--- config.mk ---
export PLATFORM = sky130hd
export DESIGN_NAME = err_status_flag
export DESIGN_NICKNAME = d
export VERILOG_FILES = /design/src/rtl/efl_pkg.sv /design/src/rtl/efl_mask_reg.sv /design/src/rtl/efl_status_cap.sv /design/src/rtl/efl_flag_out.sv /design/src/rtl/err_status_flag.sv
export SDC_FILE = /design/constraint.sdc
export NUM_CORES = 1
export LEC_CHECK = 0
export ABC_CLOCK_PERIOD_IN_PS = 2200
export BUFFER_PORTS_ARGS = -buffer_cell sky130_fd_sc_hd__buf_2
export CORE_AREA = 2 2 47 71
export DETAILED_ROUTE_END_ITERATION = 6
export DIE_AREA = 0 0 49 73
export REMOVE_ABC_BUFFERS = 1
export SLEW_MARGIN = 40
export SYNTH_ARGS = -nofsm -noshare
export SYNTH_HDL_FRONTEND = slang
export SYNTH_SLANG_ARGS = --single-unit
--- constraint.sdc ---
create_clock -name clk -period 2.2 [get_ports clk]
set_input_delay 0.22 -clock clk [delete_from_list [all_inputs] [get_ports clk]]
set_output_delay 0.22 -clock clk [all_outputs]
set_load 0.1 [all_outputs]
--- src/rtl/efl_pkg.sv ---
package efl_pkg;
   typedef enum logic {
      SEL_STATUS = 1'b0,
      SEL_MASK   = 1'b1
   } reg_sel_e;
endpackage

--- src/rtl/efl_mask_reg.sv ---
module efl_mask_reg #(
   parameter int NUM_SRC = 8
) (
   input  logic               clk,
   input  logic               rst_n,
   input  logic               wr_i,
   input  logic [NUM_SRC-1:0] wdata_i,
   output logic [NUM_SRC-1:0] mask_o
);
   always_ff @(posedge clk or negedge rst_n) begin
      if (!rst_n)    mask_o <= '1;
      else if (wr_i) mask_o <= wdata_i;
   end


   mask_hold_chk: assert property (@(posedge clk) disable iff (!rst_n)
      !wr_i |=> $stable(mask_o));
endmodule

--- src/rtl/efl_status_cap.sv ---
module efl_status_cap #(
   parameter int NUM_SRC = 8
) (
   input  logic               clk,
   input  logic               rst_n,
   input  logic [NUM_SRC-1:0] evt_i,
   input  logic [NUM_SRC-1:0] mask_i,
   input  logic               clr_i,
   output logic [NUM_SRC-1:0] status_o
);
   logic [NUM_SRC-1:0] hit;
   logic [NUM_SRC-1:0] kept;

   assign hit  = evt_i & mask_i;
   assign kept = clr_i ? '0 : status_o;

   always_ff @(posedge clk or negedge rst_n) begin
      if (!rst_n) status_o <= '0;
      else        status_o <= kept | hit;
   end


   sticky_hold_chk: assert property (@(posedge clk) disable iff (!rst_n)
      !clr_i |=> (($past(status_o) & ~status_o) == '0));

   masked_ignore_chk: assert property (@(posedge clk) disable iff (!rst_n)
      1'b1 |=> ((status_o & ~$past(status_o) & ~$past(mask_i)) == '0));

   clear_all_chk: assert property (@(posedge clk) disable iff (!rst_n)
      (clr_i && (evt_i == '0)) |=> (status_o == '0));

   event_wins_chk: assert property (@(posedge clk) disable iff (!rst_n)
      (|(evt_i & mask_i)) |=> ((status_o & $past(evt_i & mask_i)) == $past(evt_i & mask_i)));
endmodule

--- src/rtl/efl_flag_out.sv ---
module efl_flag_out #(
   parameter int NUM_SRC = 8
) (
   input  logic               clk,
   input  logic               rst_n,
   input  logic [NUM_SRC-1:0] status_i,
   input  logic [NUM_SRC-1:0] mask_i,
   output logic               flag_n_o
);
   logic any_err;
   assign any_err = |(status_i & mask_i);

   always_ff @(posedge clk or negedge rst_n) begin
      if (!rst_n) flag_n_o <= 1'b1;
      else        flag_n_o <= ~any_err;
   end


   flag_track_chk: assert property (@(posedge clk) disable iff (!rst_n)
      1'b1 |=> (flag_n_o == ~|($past(status_i) & $past(mask_i))));
endmodule

--- src/rtl/err_status_flag.sv ---
module err_status_flag
   import efl_pkg::*;
#(
   parameter int NUM_SRC = 8,
   parameter int DATA_W  = 8
) (
   input  logic               clk,
   input  logic               rst_n,
   input  logic [NUM_SRC-1:0] err_evt_i,
   input  logic               frame_start_i,
   input  logic               reg_rd_i,
   input  logic               reg_wr_i,
   input  logic               reg_sel_i,
   input  logic [DATA_W-1:0]  reg_wdata_i,
   output logic [DATA_W-1:0]  reg_rdata_o,
   output logic               err_flag_n_o
);
   localparam int PAD_W = DATA_W - NUM_SRC;

   if (NUM_SRC < 1 || NUM_SRC > DATA_W) begin : g_bad_cfg
      $error("err_status_flag: NUM_SRC must lie in 1..DATA_W");
   end

   reg_sel_e           sel;
   logic               sel_status;
   logic               status_rd;
   logic               mask_wr;
   logic               clr;
   logic [NUM_SRC-1:0] mask_q;
   logic [NUM_SRC-1:0] status_q;
   logic [NUM_SRC-1:0] rd_mux;

   assign sel        = reg_sel_e'(reg_sel_i);
   assign sel_status = (sel == SEL_STATUS);
   assign status_rd  = reg_rd_i & sel_status;
   assign mask_wr    = reg_wr_i & ~sel_status;
   assign clr        = frame_start_i | status_rd;

   efl_mask_reg #(.NUM_SRC(NUM_SRC)) i_mask (
      .clk     (clk),
      .rst_n   (rst_n),
      .wr_i    (mask_wr),
      .wdata_i (reg_wdata_i[NUM_SRC-1:0]),
      .mask_o  (mask_q)
   );

   efl_status_cap #(.NUM_SRC(NUM_SRC)) i_cap (
      .clk      (clk),
      .rst_n    (rst_n),
      .evt_i    (err_evt_i),
      .mask_i   (mask_q),
      .clr_i    (clr),
      .status_o (status_q)
   );

   efl_flag_out #(.NUM_SRC(NUM_SRC)) i_flag (
      .clk      (clk),
      .rst_n    (rst_n),
      .status_i (status_q),
      .mask_i   (mask_q),
      .flag_n_o (err_flag_n_o)
   );

   assign rd_mux = !reg_rd_i ? '0 : (sel_status ? status_q : mask_q);

   if (PAD_W > 0) begin : g_pad
      assign reg_rdata_o = {{PAD_W{1'b0}}, rd_mux};
   end else begin : g_nopad
      assign reg_rdata_o = rd_mux;
   end


   rdata_idle_chk: assert property (@(posedge clk) disable iff (!rst_n)
      !reg_rd_i |-> (reg_rdata_o == '0));
endmodule

==> impl_metrics.yaml <==
status:
  outcome: "finished clean"
worst_setup_path:
  cpLargestDelayFamily: "flip-flops"
  crit_path_buffers_inverters: 1
  worst_setup_path_end_kind: "primary output"
  critical_path.cell_chain: "mux2i_1, nor2b_1, buf_2"
  worst-path-max-fanout: 4
  worstSetupPathType: "reg2out"
  critical_path_data_required_time_ns: 1.98
  worst-r2r-setup-slack_ns: 1.29
  rr_worst_depth: 2
  timing.critical_path.slowest_stage_cell: "sky130_fd_sc_hd__dfstp_2"
  timing.rr.start: "i_mask.mask_o[6]"
  worstReg2RegEnd: "i_flag.flag_n_o"
  crit_path_max_incr_delay_ns: 0.56
  cp_data_arrival_time_ns: 1.46
  timing.critical_path.from_type: "register"
clock_tree:
  clk_path_buf_depth: 2
  post-cts-setup-buffers: 0
  cts_made_buffers: 3
  cts_tree: "built"
  clk_root_buffer_cell: "sky130_fd_sc_hd__clkbuf_8"
  clkSlewWorstSetupHoldPaths_ns: 0.07
  clock_sinks: 17
  clkLatencyLatePin_ns: 0.25
  cts-htree-levels: 1
hold_path:
  worst_min_path_start: "err_evt_i[2]"
  hold_path_depth: 3
  hold_path_class: "in2reg"
  worst_hold_path.endpoint: "i_cap.status_o[2]"
floorplan:
  fp.coreArea_um2: 3034
  die_y_um: 73
  die_w_um: 49
  io_pins: 31
  dieArea_um2: 3577
  start_util_pct: 31.30
  core.rowCount: 25
finish:
  num-nets-final: 130
  area_growth_pct: 24.24
  layout.area.seq_um2: 436.7
  drive_above_1_share_pct: 57.01
  nFillCells: 303
  post-route-cell-area_um2: 1180
  antenna_cells_inserted: 0
  total_area_of_multi_input_combinational_cells_um2: 456.7
sta:
  slew-limit-headroom_pct: 60.75
  final.hold.worst_slack_ns: 0.1912
  finalSetupViolCount: 0
  worst_pin_slew_ns: 0.5860
  setup_ws_ns: 0.5201
  min_period_over_period_pct: 76.36
  period_needed_ns: 1.680
  hold_viol: 0
  rsz0062_at_grt: "no"
  tns_ns: 0
  max_clock_freq_mhz: 595.3
  finalClockSkew_ns: 0.002869
  slew_viol_final: 0
logic_synthesis:
  synthesis.yosys.warnings: 0
  predominant_post_synthesis_flop_cell: "sky130_fd_sc_hd__dfstp_2"
  synth-seq-cells: 17
  async_flop_share_pct: 100.0
  synth_top_area_share_pct: 24.90
  synthesis.instances: 75
  most_common_cell_in_the_netlist: "sky130_fd_sc_hd__dfstp_2"
  avgSynthCellArea_um2: 12.66
  seq_area_frac_synth_pct: 45.98
  synth.top_cells.by_area: "sky130_fd_sc_hd__dfstp_2 25%, sky130_fd_sc_hd__dfrtp_1 21%, sky130_fd_sc_hd__mux2_4 13%"
  synth-edff-count: 0
  yosys.cell_types.count: 15
  synth_largest_area_cell: "sky130_fd_sc_hd__dfstp_2"
  netlist_area_um2: 949.7
global_routing:
  grt_pass1_wl_um: 3222
  globalRoute.totalOverflow: 0
  number_of_antenna_violations_at_the_first_check_in_global_routing: 0
  number_of_global_route_vias_before_repair: 684
  track_usage_pct: 11.88
  grt_start_max_net_pins: 18
place:
  pre_cts_slack_ns: 0.7168
  numPortBuffers: 30
  detailed_placement_wirelength_estimate_um: 1542
  gpl.final_weighted_congestion: 0.6642
  dpl_cell_area_um2: 1124
detailed_routing:
  postRouteWirelength_um: 2010
  drt_pass1_iterations: 4
  post-route-drc-count: 0
  avgRoutedWirePerCell_um: 13.67
  drt_iter0_markers: 14
  drt.antenna.violating_nets: 0
  detail_route.vias_per_cell: 4.531
  via_count: 666
power:
  power_density_nw_per_um2: 850.5
  peakVddDrop_v: 0.0003532
  power.static_leakage_nw: 0.5788
flow_run:
  max_cap_viol_count: 0
==> worst max path at each step <==
stage,from,to,slack (ns),cells past startpoint
after floorplan,i_mask.mask_o[1],reg_rdata_o[1],0.05,2
after global placement,reg_sel_i,reg_rdata_o[0],0.73,4
after detailed placement,reg_sel_i,reg_rdata_o[0],0.72,4
after CTS,i_mask.mask_o[0],reg_rdata_o[0],0.50,3
after global routing,i_mask.mask_o[0],reg_rdata_o[0],0.44,3
final,i_mask.mask_o[1],reg_rdata_o[1],0.52,3
==> tightest hold or removal path: cells and delay by family <==
family	cells	cell delay, ns
buf+inv	1	0.08
compound gates	1	0.05
simple gates	1	0.05
==> what timing repair did <==
action,4_1_cts,5_1_grt
hold buffers,1,0
resized for setup,0,0
hold endpoints to repair,8,0
==> per-layer routing <==
layer  track usage (%)  part of all wire (%)
met1             14.25                    40
met2             20.85                    55
met3             1.639                   3.7
met4             5.714                   1.3
met5                 0                     0
==> placed cells by master, fill, tap and decap left out <==
cell type,instances
sky130_fd_sc_hd__o31ai_2,7
sky130_fd_sc_hd__nor2b_2,1
sky130_fd_sc_hd__nor2b_1,8
sky130_fd_sc_hd__nand2_1,8
sky130_fd_sc_hd__dfstp_2,9
sky130_fd_sc_hd__mux2i_1,8
sky130_fd_sc_hd__nand2_8,1
sky130_fd_sc_hd__buf_2,30
sky130_fd_sc_hd__mux2_4,8
sky130_fd_sc_hd__clkinv_2,1
sky130_fd_sc_hd__inv_1,8
sky130_fd_sc_hd__a22oi_1,4
sky130_fd_sc_hd__clkbuf_8,3
sky130_fd_sc_hd__and4_1,1
sky130_fd_sc_hd__dfrtp_1,8
sky130_fd_sc_hd__dlygate4sd3_1,1
sky130_fd_sc_hd__o31ai_4,1
==> cell type report <==
| type | instances | area share (%) |
|---|---|---|
| clock inverters | 1 | 0.4242 |
| flip-flops and latches | 17 | 37.01 |
| well taps | 40 | 4.242 |
| multi-input cells | 47 | 38.71 |
| clock buffers | 3 | 3.499 |
| repair buffers | 31 | 13.57 |
| inverters | 8 | 2.545 |
==> per-stage QoR <==
step	power, mW	util [%]	instances
2_1_floorplan	0.6971	-	72
5_1_grt	1.054	38.89	147
4_1_cts	1.013	38.89	147
6_report	1.003	38.89	147
3_3_place_gp	0.7744	37.03	142
3_5_place_dp	0.7822	37.03	142
==> state kept, by name, indices dropped and copies added, names as in the netlist <==
signal and cells:
i_flag.flag_n_o 1, i_cap.status_o 8, i_mask.mask_o 8
==> cell families after synthesis <==
| kind of cell | after synthesis | share of synthesized area, % |
|---|---|---|
| AND/OR/NAND/NOR | 19 | 12.39 |
| flip-flops | 17 | 45.98 |
| AO/OA/AOI/OAI | 12 | 14.62 |
| multiplexers | 16 | 21.08 |
| buffers and inverters | 11 | 5.928 |
==> power by group <==
| group | leakage [nW] | switching [mW] | internal, mW |
|---|---|---|---|
| Sequential | 0.194 | 0.0432 | 0.382 |
| Clock | 0.0255 | 0.104 | 0.125 |
| Combinational | 0.359 | 0.239 | 0.110 |
No activity file was read; power rests on OpenSTA's default activity.
